`src/rtl/hcr_pkg.sv`:
```
// Package for the cube node router: shared helper functions.
// Assumes address vectors are no wider than 32 bits.
package hcr_pkg;

    // Index of the lowest set bit of v; returns 32 when v is zero.
    function automatic int unsigned first_one(input logic [31:0] v);
        int unsigned idx;
        idx = 32;
        for (int b = 31; b >= 0; b--) begin
            if (v[b]) idx = b;
        end
        return idx;
    endfunction

endpackage

```
`src/rtl/hcr_route_calc.sv`:
```
// Route calculation for one input port.
// Compares the destination with the fixed node address and produces a
// one-hot target: bit d (d < DIM_N) for link d, bit DIM_N for local delivery.
// Assumes DIM_N <= 31.
module hcr_route_calc
    import hcr_pkg::*;
#(
    parameter int          DIM_N     = 3,
    parameter int unsigned NODE_ADDR = 0
) (
    input  logic [DIM_N-1:0] dst,
    output logic [DIM_N:0]   target
);
    localparam logic [DIM_N-1:0] MY_ADDR = DIM_N'(NODE_ADDR);

    logic [DIM_N-1:0] diff;
    int unsigned      pick;

    // Differing dimensions between here and the destination.
    assign diff = dst ^ MY_ADDR;

    // Lowest differing dimension, or local delivery when none differs.
    always_comb begin
        target = '0;
        pick   = first_one(32'(diff));
        if (diff == '0) begin
            target[DIM_N] = 1'b1;
        end else begin
            for (int d = 0; d < DIM_N; d++) begin
                if (pick == d) target[d] = 1'b1;
            end
        end
    end

endmodule

```
`src/rtl/hcr_out_arb.sv`:
```
// Fixed-priority selector for one output port.
// Picks the lowest-indexed requesting input and steers its fields.
// The local input sits at the highest index and so loses every tie.
// BUMP_HOP adds one to the hop count (used on link outputs only).
module hcr_out_arb #(
    parameter int PORTS    = 4,
    parameter int DST_W    = 3,
    parameter int HOP_W    = 2,
    parameter int PAY_W    = 8,
    parameter bit BUMP_HOP = 1'b1
) (
    input  logic [PORTS-1:0]       req,
    input  logic [PORTS*DST_W-1:0] dst_all,
    input  logic [PORTS*HOP_W-1:0] hops_all,
    input  logic [PORTS*PAY_W-1:0] data_all,
    output logic [PORTS-1:0]       grant,
    output logic                   any,
    output logic [DST_W-1:0]       dst_sel,
    output logic [HOP_W-1:0]       hops_sel,
    output logic [PAY_W-1:0]       data_sel
);
    logic [HOP_W-1:0] hops_raw;

    // Grant the first requester in index order.
    always_comb begin
        grant = '0;
        for (int i = 0; i < PORTS; i++) begin
            if (req[i] && (grant == '0)) grant[i] = 1'b1;
        end
    end

    assign any = |req;

    // AND-OR multiplexer driven by the one-hot grant.
    always_comb begin
        dst_sel  = '0;
        hops_raw = '0;
        data_sel = '0;
        for (int i = 0; i < PORTS; i++) begin
            dst_sel  |= dst_all[i*DST_W +: DST_W]  & {DST_W{grant[i]}};
            hops_raw |= hops_all[i*HOP_W +: HOP_W] & {HOP_W{grant[i]}};
            data_sel |= data_all[i*PAY_W +: PAY_W] & {PAY_W{grant[i]}};
        end
    end

    // Hop update: links count one more hop, local delivery keeps it.
    generate
        if (BUMP_HOP) begin : g_bump
            assign hops_sel = hops_raw + HOP_W'(1);
        end else begin : g_keep
            assign hops_sel = hops_raw;
        end
    endgenerate

endmodule

```
`src/rtl/hcr_out_stage.sv`:
```
// One-entry output register with valid/ready handshake.
// Loads whenever it is empty or its content leaves in the same cycle,
// giving one message per cycle of throughput and one cycle of latency.
module hcr_out_stage #(
    parameter int DST_W = 3,
    parameter int HOP_W = 2,
    parameter int PAY_W = 8
) (
    input  logic             clk,
    input  logic             rst_n,
    input  logic             in_valid,
    input  logic [DST_W-1:0] in_dst,
    input  logic [HOP_W-1:0] in_hops,
    input  logic [PAY_W-1:0] in_data,
    output logic             can_load,
    output logic             out_valid,
    input  logic             out_ready,
    output logic [DST_W-1:0] out_dst,
    output logic [HOP_W-1:0] out_hops,
    output logic [PAY_W-1:0] out_data
);
    // Space exists when empty or when the held message drains now.
    assign can_load = !out_valid || out_ready;

    // Occupancy flag.
    always_ff @(posedge clk) begin
        if (!rst_n)        out_valid <= 1'b0;
        else if (can_load) out_valid <= in_valid;
    end

    // Message fields, captured only when a new message is taken.
    always_ff @(posedge clk) begin
        if (!rst_n) begin
            out_dst  <= '0;
            out_hops <= '0;
            out_data <= '0;
        end else if (can_load && in_valid) begin
            out_dst  <= in_dst;
            out_hops <= in_hops;
            out_data <= in_data;
        end
    end

endmodule

```
`src/rtl/hcr_node_router.sv`:
```
// Router for one node of a binary n-cube.
// Port index d < DIM_N is the link across dimension d; index DIM_N is the
// local processor (receive side) or local delivery (transmit side).
// Assumes senders hold a message until it is accepted and that arriving
// hop counts are below DIM_N when the message still needs forwarding.
module hcr_node_router #(
    parameter int          DIM_N     = 3,
    parameter int unsigned NODE_ADDR = 5,
    parameter int          PAY_W     = 8,
    parameter int          HOP_W     = $clog2(DIM_N + 1)
) (
    input  logic                          clk,
    input  logic                          rst_n,
    input  logic [DIM_N:0]                rx_valid,
    output logic [DIM_N:0]                rx_ready,
    input  logic [(DIM_N+1)*DIM_N-1:0]    rx_dst,
    input  logic [(DIM_N+1)*HOP_W-1:0]    rx_hops,
    input  logic [(DIM_N+1)*PAY_W-1:0]    rx_data,
    output logic [DIM_N:0]                tx_valid,
    input  logic [DIM_N:0]                tx_ready,
    output logic [(DIM_N+1)*DIM_N-1:0]    tx_dst,
    output logic [(DIM_N+1)*HOP_W-1:0]    tx_hops,
    output logic [(DIM_N+1)*PAY_W-1:0]    tx_data
);
    localparam int PORTS = DIM_N + 1;

    logic [PORTS-1:0] target   [PORTS];   // per input: chosen output
    logic [PORTS-1:0] out_req  [PORTS];   // per output: requesting inputs
    logic [PORTS-1:0] grant    [PORTS];   // per output: winning input
    logic [PORTS-1:0] can_load;
    logic [PORTS-1:0] win_any;
    logic [DIM_N-1:0] win_dst  [PORTS];
    logic [HOP_W-1:0] win_hops [PORTS];
    logic [PAY_W-1:0] win_data [PORTS];

    // One route calculator per input port.
    generate
        for (genvar i = 0; i < PORTS; i++) begin : g_route
            hcr_route_calc #(
                .DIM_N     (DIM_N),
                .NODE_ADDR (NODE_ADDR)
            ) route_i (
                .dst    (rx_dst[i*DIM_N +: DIM_N]),
                .target (target[i])
            );
        end
    endgenerate

    // Transpose targets into per-output request vectors.
    always_comb begin
        for (int o = 0; o < PORTS; o++) begin
            for (int i = 0; i < PORTS; i++) begin
                out_req[o][i] = target[i][o] & rx_valid[i];
            end
        end
    end

    // One selector and one register stage per output port.
    generate
        for (genvar o = 0; o < PORTS; o++) begin : g_out
            hcr_out_arb #(
                .PORTS    (PORTS),
                .DST_W    (DIM_N),
                .HOP_W    (HOP_W),
                .PAY_W    (PAY_W),
                .BUMP_HOP (o < DIM_N)
            ) arb_i (
                .req      (out_req[o]),
                .dst_all  (rx_dst),
                .hops_all (rx_hops),
                .data_all (rx_data),
                .grant    (grant[o]),
                .any      (win_any[o]),
                .dst_sel  (win_dst[o]),
                .hops_sel (win_hops[o]),
                .data_sel (win_data[o])
            );

            hcr_out_stage #(
                .DST_W (DIM_N),
                .HOP_W (HOP_W),
                .PAY_W (PAY_W)
            ) stage_i (
                .clk       (clk),
                .rst_n     (rst_n),
                .in_valid  (win_any[o]),
                .in_dst    (win_dst[o]),
                .in_hops   (win_hops[o]),
                .in_data   (win_data[o]),
                .can_load  (can_load[o]),
                .out_valid (tx_valid[o]),
                .out_ready (tx_ready[o]),
                .out_dst   (tx_dst[o*DIM_N +: DIM_N]),
                .out_hops  (tx_hops[o*HOP_W +: HOP_W]),
                .out_data  (tx_data[o*PAY_W +: PAY_W])
            );
        end
    endgenerate

    // An input is taken when it wins its output and that output has space.
    always_comb begin
        rx_ready = '0;
        for (int i = 0; i < PORTS; i++) begin
            for (int o = 0; o < PORTS; o++) begin
                rx_ready[i] = rx_ready[i] | (grant[o][i] & can_load[o]);
            end
        end
    end

endmodule

```
`config.mk`:
```
export PLATFORM = sky130hd
export DESIGN_NAME = hcr_node_router
export DESIGN_NICKNAME = d
export VERILOG_FILES = /design/src/rtl/hcr_pkg.sv /design/src/rtl/hcr_route_calc.sv /design/src/rtl/hcr_out_arb.sv /design/src/rtl/hcr_out_stage.sv /design/src/rtl/hcr_node_router.sv
export SDC_FILE = /design/constraint.sdc
export NUM_CORES = 1
export LEC_CHECK = 0
export ABC_AREA = 1
export BUFFER_PORTS_ARGS = -buffer_cell sky130_fd_sc_hd__buf_2
export CORE_MARGIN = 8
export CORE_UTILIZATION = 51
export DETAILED_ROUTE_END_ITERATION = 16
export HOLD_SLACK_MARGIN = 0.06
export PLACE_DENSITY = 0.81
export SYNTH_ARGS = -nofsm -noshare
export SYNTH_HDL_FRONTEND = slang
export SYNTH_SLANG_ARGS = --single-unit
```
`constraint.sdc`:
```
create_clock -name clk -period 1.3 [get_ports clk]
set_input_delay 0 -clock clk [delete_from_list [all_inputs] [get_ports clk]]
set_output_delay 0 -clock clk [all_outputs]
set_load 0.05 [all_outputs]
```
==> out/results.txt <==
outcome: finished, violations left
violations in the final reports: setup timing
CTS tree: built
#FFs+latches synth: 56
# fillers: 507
Avg Synthesized Cell Area: 6.28 µm²
final wirelength: 15.6 mm
Synthesized Nets: 615
RSZ-0062 raised after global routing: true
hold_ws: 44.3 ps
final net count: 803
Worst Setup Start Kind: register
Clock Sink Count: 56
CP required: 1500 ps
clk_skew: 6.73 ps
register area share after synthesis: 32.3%
CP endpoint kind: register
WP data arrival: 1750 ps
Top Ports: 122
final hold violation count: 0
wire per inst: 19.0 µm
Die Y: 98.5 µm
Mapped Cells: 553
DRC: 0
Starting Density: 52.0%
cell chain of the critical path: inv_2 > nor2_4 > buf_6 > buf_4 > buf_6 > a21oi_4 > inv_2 > a21oi_1 > a21oi_1
max-slew violations: 0
initial antenna violation count: 1
Worst-Margin Slew: 511 ps
Final Worst Setup Slack: -248 ps
Final setup violation count: 19
first-pass GRT wire length: 22.3 mm
Iter 0 DRT Violations: 445
port buffer count: 121
share of cells above drive strength 1: 35.0%
H-tree depth: 2
1st-pass router iterations: 5
CP top delay family: buffers and inverters
remaining global-route overflow: 0
largest net degree at the start of global routing: 45
post-DP HPWL: 11.3 mm
Bufs and invs on worst path: 5
Pleak: 2.62 nW
Post-CTS Hold Buffers: 21
antenna-violating nets left: 0
GRT Resource Usage Total: 28.4%
worst skew pair latency: 320 ps
clk slew on worst S/H paths: 100 ps
Bufs on Longest Clock Path: 2
Clock Root Buffer: clkbuf_8
Max transition margin: 65.9%
Synth top area share: 32.3%
Area contributors post-synth: dfxtp_1 32%, nand2_1 11%, a21oi_1 9.5%, nor2_1 9.0%, inv_1 7.2%
post-synth cell types: 32
Hold Path Class: in -> reg
worst-path maximum fanout: 10
CP Class: reg -> reg
max cap viols: 0
post-synthesis instance area: 3470 µm²
Tcrit/Tclk final: 119%
slowest cell on the critical path: dfxtp_2
Layout area overhead: 50.3%
dpl cells: 776
area leader, netlist: dfxtp_1
die area: 9710 µm²
FP Rows: 30
vias post-DR: 4710
Fmax: 646 MHz
core area: 6680 µm²
setup tns final: -1920 ps
Horiz. Die Dim: 98.5 µm
Yosys warning count: 0
vias in the first global route: 4522
Tmin final: 1550 ps
pwr dens: 1030 nW/µm²
Post-Layout Cell Count: 823
Max VDD drop: 0.719 mV
crit-path max cell delay: 340 ps
DR vias/cell: 5.72
RD Place Congestion: 1.03
clock buffer count from CTS: 5
[sequential cells by signal (all words and copies together), names as in the netlist]
signal / count
g_out.stage_i.out_data: 32
g_out.stage_i.out_dst: 12
g_out.stage_i.out_hops: 8
g_out.stage_i.out_valid: 4
[synthesized netlist by cell type, drive strengths merged]
cell type,number
nand2,103
nor2,91
inv,76
a21oi,68
o21ai,58
dfxtp,56
nand3,25
buf,18
o22ai,17
clkbuf,8
o211ai,8
nor3,6
a22oi,3
a31oi,3
and3,3
nand4,3
o2111ai,3
o221ai,3
clkinv,1
[routing by layer]
layer	track usage, %	vias to the layer above	part of all wire [%]
li1	-	2192	-
met1	33.1	2150	39
met2	48.5	316	49
met3	8.81	52	9.9
met4	8.85	0	2.8
met5	0	-	0
[cell families after synthesis]
logic type / after synthesis / share of synthesized area, %
simple gates: 231 / 28.4
compound gates: 163 / 26.4
buf+inv: 103 / 12.9
flops: 56 / 32.3
[cell type report]
cell class | count | area [µm²] | share of cell area (%)
multi-input combinational | 394 | 2090 | 40.0
timing repair buffer | 205 | 1480 | 28.3
sequential | 56 | 1130 | 21.6
inverter | 77 | 299 | 5.73
tap | 80 | 100 | 1.92
clock buffer | 6 | 72.6 | 1.39
clock inverter | 2 | 38.8 | 0.743
timing repair inverter | 2 | 17.5 | 0.335
antenna | 1 | 2.50 | 0.0479
[power by group]
group	switching [mW]	internal [mW]	total (mW)
clock	0.615	0.584	1.20
sequential	0.0938	1.88	1.97
combinational	1.46	0.725	2.19
total	2.17	3.19	5.36
[metrics by stage]
step	util [%]	area [µm²]	setup slack (ps)	power, mW
finish	78.1	5220	-248	5.36
detailed placement	66.4	4440	-54.1	3.82
global route	78.1	5220	-293	5.55
floorplan	-	3480	8.64	3.21
CTS	73.4	4910	-151	5.10
global placement	66.4	4440	-72.7	3.79
[tightest hold or removal path: cells and delay by family]
family | cells | cell delay, ps
and+or+nand+nor | 1 | 50
buffers and inverters | 2 | 190
AOI/OAI and AO/OA | 1 | 80
[final timing paths]
check | slack, ps | startpoint | cells after the start | endpoint
worst max-delay path | -250 | g_out[1].stage_i.out_valid$_SDFFE_PN0N_ | 9 | g_out[1].stage_i.out_dst[2]$_SDFFE_PN0P_
worst min register to register | 450 | g_out[3].stage_i.out_dst[1]$_SDFFE_PN0P_ | 2 | g_out[3].stage_i.out_dst[1]$_SDFFE_PN0P_
worst min-delay path | 40 | tx_ready[0] | 4 | g_out[0].stage_i.out_valid$_SDFFE_PN0N_
worst max register to register | -250 | g_out[1].stage_i.out_valid$_SDFFE_PN0N_ | 9 | g_out[1].stage_i.out_dst[2]$_SDFFE_PN0P_
[repair_timing]
| item | in CTS | in global routing |
|---|---|---|
| pin swaps | 9 | 18 |
| hold endpoints to repair | 22 | 1 |
| setup endpoints to repair | 7 | 45 |
| setup buffers | 6 | 6 |
| gates cloned | 0 | 5 |
| resized for setup | 34 | 68 |
[placed cells by master, fill, tap and decap left out, drive strengths merged]
cell type and instances:
a21oi 68, diode 1, nand3 25, dlygate4sd3 21, o21ai 58, nand2 103, and3 3, nor2 91
clkbuf 8, a22oi 3, bufinv 1, clkinv 2, nand4 3, a31oi 3, o2111ai 3, o221ai 3
inv 78, buf 182, nor3 6, o211ai 8, o22ai 17, dfxtp 56
Power figures use the tool's default switching activity.
